### config.mk
export PLATFORM = sky130hd
export DESIGN_NAME = flash_erase_ctl
export DESIGN_NICKNAME = d
export VERILOG_FILES = /design/src/rtl/fe_pkg.sv /design/src/rtl/fe_reg_decode.sv /design/src/rtl/fe_cmd_classify.sv /design/src/rtl/flash_erase_ctl.sv
export SDC_FILE = /design/constraint.sdc
export NUM_CORES = 1
export LEC_CHECK = 0
export CORE_ASPECT_RATIO = 0.5
export CORE_MARGIN = 2
export CORE_UTILIZATION = 30
export DETAILED_ROUTE_END_ITERATION = 8
export PLACE_DENSITY = 0.64
export SLEW_MARGIN = 5
export SYNTH_ARGS = -nofsm -noshare
export SYNTH_HDL_FRONTEND = slang
export SYNTH_SLANG_ARGS = --single-unit
### constraint.sdc
create_clock -name clk -period 2.9 [get_ports clk]
set_input_delay 0.58 -clock clk [delete_from_list [all_inputs] [get_ports clk]]
set_output_delay 0.58 -clock clk [all_outputs]
set_load 0.01 [all_outputs]
### src/rtl/fe_pkg.sv
package fe_pkg;
    localparam int DATA_W   = 8;
    localparam int NUM_REGS = 5;

    typedef enum int {
        REG_CMD  = 0,
        REG_PAGE = 1,
        REG_MARM = 2,
        REG_PROG = 3,
        REG_SEC  = 4
    } reg_idx_e;

    localparam logic [DATA_W-1:0] KEY_PAGE = 8'h55;
    localparam logic [DATA_W-1:0] KEY_MASS = 8'hAA;

    typedef enum logic [1:0] {
        CMD_NONE = 2'd0,
        CMD_PAGE = 2'd1,
        CMD_MASS = 2'd2
    } cmd_kind_e;
endpackage

### src/rtl/fe_reg_decode.sv
module fe_reg_decode #(
    parameter int ADDR_W = 3,
    parameter int NREG   = 5
) (
    input  logic [ADDR_W-1:0] addr,
    output logic [NREG-1:0]   hit
);
    for (genvar i = 0; i < NREG; i++) begin : g_hit
        assign hit[i] = (addr == ADDR_W'(i));
    end
endmodule

### src/rtl/fe_cmd_classify.sv
module fe_cmd_classify
    import fe_pkg::*;
(
    input  logic [DATA_W-1:0] data,
    output cmd_kind_e         kind
);
    always_comb begin
        if (data == KEY_PAGE)      kind = CMD_PAGE;
        else if (data == KEY_MASS) kind = CMD_MASS;
        else                       kind = CMD_NONE;
    end
endmodule

### src/rtl/flash_erase_ctl.sv
module flash_erase_ctl
    import fe_pkg::*;
#(
    parameter int ADDR_W = 3,
    parameter int PAGE_W = 7
) (
    input  logic              clk,
    input  logic              rst_n,
    input  logic              reg_wr,
    input  logic [ADDR_W-1:0] reg_addr,
    input  logic [DATA_W-1:0] reg_wdata,
    output logic [DATA_W-1:0] reg_rdata,
    input  logic              dbg_en,
    input  logic              irq_en,
    input  logic              flash_byte_wr,
    input  logic              erase_done,
    output logic              page_erase_req,
    output logic              mass_erase_req,
    output logic [PAGE_W-1:0] erase_page,
    output logic              prog_en,
    output logic              secure
);
    typedef struct packed {
        logic [PAGE_W-1:0] page;
        logic              page_arm;
        logic              mass_arm;
        logic              prog;
        logic              sec;
        logic              busy;
        logic              preq;
        logic              mreq;
        logic [PAGE_W-1:0] epage;
    } state_t;

    state_t state_d, state_q;

    logic [NUM_REGS-1:0] hit;
    logic [NUM_REGS-1:0] wsel;
    cmd_kind_e           kind;
    logic                cmd_open;
    logic                take_page;
    logic                take_mass;
    logic                busy_q;

    fe_reg_decode #(.ADDR_W(ADDR_W), .NREG(NUM_REGS)) u_dec (
        .addr (reg_addr),
        .hit  (hit)
    );

    fe_cmd_classify u_cls (
        .data (reg_wdata),
        .kind (kind)
    );

    assign wsel      = hit & {NUM_REGS{reg_wr}};
    assign cmd_open  = wsel[REG_CMD] && !state_q.busy;
    assign take_page = cmd_open && (kind == CMD_PAGE) && state_q.page_arm;
    assign take_mass = cmd_open && (kind == CMD_MASS) && state_q.mass_arm && dbg_en;

    always_comb begin
        state_d      = state_q;
        state_d.preq = take_page;
        state_d.mreq = take_mass;

        if (wsel[REG_PAGE]) begin
            state_d.page     = reg_wdata[PAGE_W-1:0];
            state_d.page_arm = 1'b1;
        end
        if (take_page) begin
            state_d.page_arm = 1'b0;
            state_d.epage    = state_q.page;
        end

        if (wsel[REG_MARM]) state_d.mass_arm = reg_wdata[0];
        if (take_mass)      state_d.mass_arm = 1'b0;

        if (flash_byte_wr)                 state_d.prog = 1'b0;
        else if (wsel[REG_PROG] && !irq_en) state_d.prog = reg_wdata[0];

        if (wsel[REG_SEC] && reg_wdata[0]) state_d.sec = 1'b1;

        if (take_page || take_mass) state_d.busy = 1'b1;
        else if (erase_done)        state_d.busy = 1'b0;
    end

    always_ff @(posedge clk or negedge rst_n) begin
        if (!rst_n) state_q <= '0;
        else        state_q <= state_d;
    end

    always_comb begin
        reg_rdata = '0;
        if (hit[REG_PAGE])      reg_rdata = DATA_W'(state_q.page);
        else if (hit[REG_MARM]) reg_rdata = DATA_W'(state_q.mass_arm);
        else if (hit[REG_PROG]) reg_rdata = DATA_W'(state_q.prog);
        else if (hit[REG_SEC])  reg_rdata = DATA_W'(state_q.sec);
    end

    assign busy_q         = state_q.busy;
    assign page_erase_req = state_q.preq;
    assign mass_erase_req = state_q.mreq;
    assign erase_page     = state_q.epage;
    assign prog_en        = state_q.prog;
    assign secure         = state_q.sec;
endmodule

# Yosys cells after proc, flatten, opt, wreduce, memory -nomap -nowiden
# Cells that the tools add are included.
# word_totals
inputBits	18
wordCells	48
reg_bits	21
# classes
bitwise	1
eq_ne	8
n_mux	14
reduce_logical	16
# ops
operator	n
2-to-1 mux 1 bit	11
== test 8 x 7 -> 1 bit, second input constant	1
== test 8 bit, second input constant	1
logical AND 1 bit	8
nonzero test 2 bit	4
2-to-1 mux 7 bit	1
== test 3 x 2 -> 1 bit, second input constant	2
bitwise AND 5 bit	1
2-to-1 mux 2 bit	2
== test 3 x 1 -> 1 bit, second input constant	1
== test 3 bit, second input constant	1
zero test 3 bit	1
== test 2 x 1 -> 1 bit, second input constant	1
== test 2 bit, second input constant	1
zero test 1 bit	2
logical OR 1 bit	1

# Longest topological paths before layout
# logic_depth
ltp_word	9
mapped_depth	5
ltp_nobuf	4

# Hierarchy
# A second synthesis with hierarchy kept.
# hier_totals
cells_unflattened	89
hier_area_um2	1061.0
# by_module_without_submodules
module	cells_per_inst	area_each_um2	instances	seq_area_each_um2
flash_erase_ctl	78	970.9	1	525.5
fe_cmd_classify	6	52.6	1	0.0
fe_reg_decode	5	37.5	1	0.0

# Least setup slack after synthesis
# No wires, ideal clock.
# synth_path
path_kind	input -> register
startpoint	input reg_wdata[5]
endpoint	register state_q (netlist bit erase_page[0])
arrival_time_ps	1591
path_buffers	1
slack_ps	1184
setup_ps	125
path_stages	4
cell_sequence	nor4bb_1 > and4_4 > buf_6 > mux2_4
# synth_via
elab_chain_cells	6
# synth_rtl
item	line_no	rtl
start, declared	flash_erase_ctl.sv:11	input logic [DATA_W-1:0] reg_wdata,
== test 8 bit	fe_cmd_classify.sv:9	else if (data == KEY_MASS) kind = CMD_MASS;
2-to-1 mux 2 bit	fe_cmd_classify.sv:9	
2-to-1 mux 2 bit (*)	fe_cmd_classify.sv:8	if (data == KEY_PAGE) kind = CMD_PAGE;
== test 2 x 1 -> 1 bit (*)	flash_erase_ctl.sv:57	assign take_page = cmd_open && (kind == CMD_PAGE) && state_q.page_arm;
logical AND 1 bit (*) (2 in series)	flash_erase_ctl.sv:57	
end signal, assigned	flash_erase_ctl.sv:88	else state_q <= state_d;
end, declared	flash_erase_ctl.sv:35	state_t state_d, state_q;
# Mark *: on every way between the ends. The rest lies on a longest branch, timed or not.
# A chain may end at the register's enable or synchronous reset.

# Final worst setup path
# layout_path
startpoint	input reg_addr[1]
endpoint	output reg_rdata[4]
# layout_via
elab_chain_cells	2
# layout_rtl
item	line_no	rtl
start, declared	flash_erase_ctl.sv:10	input logic [ADDR_W-1:0] reg_addr,
== test 3 x 1 -> 1 bit	fe_reg_decode.sv:9	assign hit[i] = (addr == ADDR_W'(i));
2-to-1 mux 7 bit	flash_erase_ctl.sv:93	if (hit[REG_PAGE]) reg_rdata = DATA_W'(state_q.page);
end, declared	flash_erase_ctl.sv:12	output logic [DATA_W-1:0] reg_rdata,
# No other way between the ends.

==> results.ini <==
[floorplan]
start_util_pct=31.1
die_h_um=46.1
core_area_um2=3420
dieArea_um2=4070
die_x_um=88.2
std_cell_rows=15
io_pins=37

[layout]
area_delta_synth_final_pct=37.9
fin_util_pct=42.9
drive_above_1_share_pct=16.2
final_cell_area_um2=1470
num_antenna_cells=0
instances_no_fill=168
final_nets=136

[detailed_routing]
num_vias=744
drt_wl_total_um=2140
drt_iter0_markers=25
drc=0
drtAntennaViolNets=0
drt-pass1-iter-count=4
wl_per_cell_um=12.7
avgViaCountPerCell=4.43

[global_route]
track_usage_pct=12.2
grt_pass1_vias=773
overflow=0
grt_max_degree=22
grt_pass1_wl_um=3690
antenna_found_initial=0

[setup_path]
cpMostUsedCell=clkdlybuf4s50_1
worstSetupPathType=input port to output pin
arrival_ns=2.16
path_cells=clkdlybuf4s50_1 > nor3b_2 > buf_4 > and2_1 > clkdlybuf4s50_1
cp_max_fo=7
cpPeakStageDelay_ns=0.54
worstSetupEndpointType=output pin
start_kind=input port
slowest_stage=clkdlybuf4s50_1
required_ns=2.32

[placement]
gp_congestion=0.794
placed_area_um2=1420
dpl.hpwl_um=1670
port_buffers=35
place_inst=164
dpl_worst_slack_ns=0.175

[cts]
cts_tree=built
cts_buffer_depth=2
clkSinkCount=21
ctsResizeCount=0
cts.htree.levels=1
postCtsSetupBuffers=0
clkLatencyLatePin_ns=0.26
cts_buffers=3
path_clk_slew_ns=0.07
postCtsHoldBufs=0
root_buffer=clkbuf_8

[timing]
finalWorstSetupSlack_ns=0.158
hold_violations=0
rsz0062_at_grt=no
setup_violations=0
fin_crit_ns=2.74
fin_crit_sh_pct=94.5
drv_slew=0
setup_tns_ns=0
max_freq_ghz=0.365
fin_worst_skew_ns=0.000607

[yosys]
syn_nets=103
synthCells=85
synth_edf_count=0
ys_top_cells_by_count=21 x dfrtp_1, 9 x buf_4, 7 x and2_1, 7 x mux2_4
synthArstFlopShare_pct=100
synth_top_area_cell=dfrtp_1
synthTopCellsByArea=dfrtp_1 49%, mux2_4 9.9%, buf_4 6.4%, mux2_1 5.3%, and2_1 4.1%
synth.most_common_cell=dfrtp_1
netlist_area_um2=1060
synth.avg_cell_area_um2=12.5
yosysSeqAreaShare_pct=49.4
yosys_warnings=0
yosysUniqueCellTypes=28
synth-main-ff-cell=dfrtp_1
ys_ff_latch=21
yosys.area.top_type_share_pct=49.4

[pwr]
peakVddDrop_mv=0.143
cellLeakagePower_nw=0.626
power_per_cell_area_nw_per_um2=432

[run]
max-cap-violations=0

[status]
outcome=finished clean

[hold_path]
hp-class=register to register

==> routing by layer <==
metal | track usage, % | up-vias | wire length [µm]
li1 | - | 360 | -
met1 | 15.8 | 371 | 1030
met2 | 20.6 | 9 | 1030
met3 | 2.87 | 4 | 59
met4 | 4.55 | 0 | 23
met5 | 0 | - | 0
==> power breakdown <==
part           internal (W)  leakage, nW  switching [W]
Clock             0.0000978       0.0228      0.0000906
Sequential         0.000321        0.269      0.0000199
Combinational     0.0000640        0.334      0.0000397
Total              0.000483        0.626       0.000150
==> through the flow <==
stage                     total power, W  hold slack [ns]
after floorplan                 0.000386            0.284
after global placement          0.000449            0.479
after detailed placement        0.000452            0.485
after CTS                       0.000642            0.502
after global routing            0.000672            0.540
final                           0.000633            0.501
==> layout make-up <==
class | instances | area [µm²]
clock buffer | 4 | 45.0
sequential | 21 | 526
inverter | 2 | 7.51
tap | 51 | 63.8
timing repair buffer | 38 | 373
multi-input combinational | 52 | 452
fill | 342 | 1950
==> worst paths after layout <==
check	start	to	slack, ns	depth (start not counted)
setup / recovery	reg_addr[1]	reg_rdata[4]	0.16	5
hold reg to reg	busy_q	busy_q	0.50	1
hold / removal	busy_q	busy_q	0.50	1
setup reg to reg	busy_q	erase_page[6]	1.50	3
max in group asynchronous	rst_n	page_erase_req	2.02	2
min in group asynchronous	rst_n	state_q[14]	0.66	2
==> flip-flops by register name, indices dropped and copies added (netlist names) <==
name	count
mass_erase_req	1
prog_en	1
secure	1
page_erase_req	1
busy_q	1
state_q	9
erase_page	7
==> critical path, delay by kind of cell <==
family / cells / cell delay (ns)
simple gates: 2 / 0.34
buf+inv: 3 / 1.24
==> placed cells by master, fill, tap and decap left out, types with 3 or more instances in the layout <==
cell and count:
nand4b_1 4, and2_1 7, clkdlybuf4s50_1 35, buf_4 3, dfrtp_1 21, mux2_4 7, clkbuf_8 3, mux2_1 5
nor2_1 5
==> logic make-up after synthesis <==
family / synth area share (%)
mux: 19.2
compound gates: 3.76
flops: 49.4
simple gates: 19.2
other cells: 0.353
buf+inv: 8.12
Power figures use the tool's default switching activity.
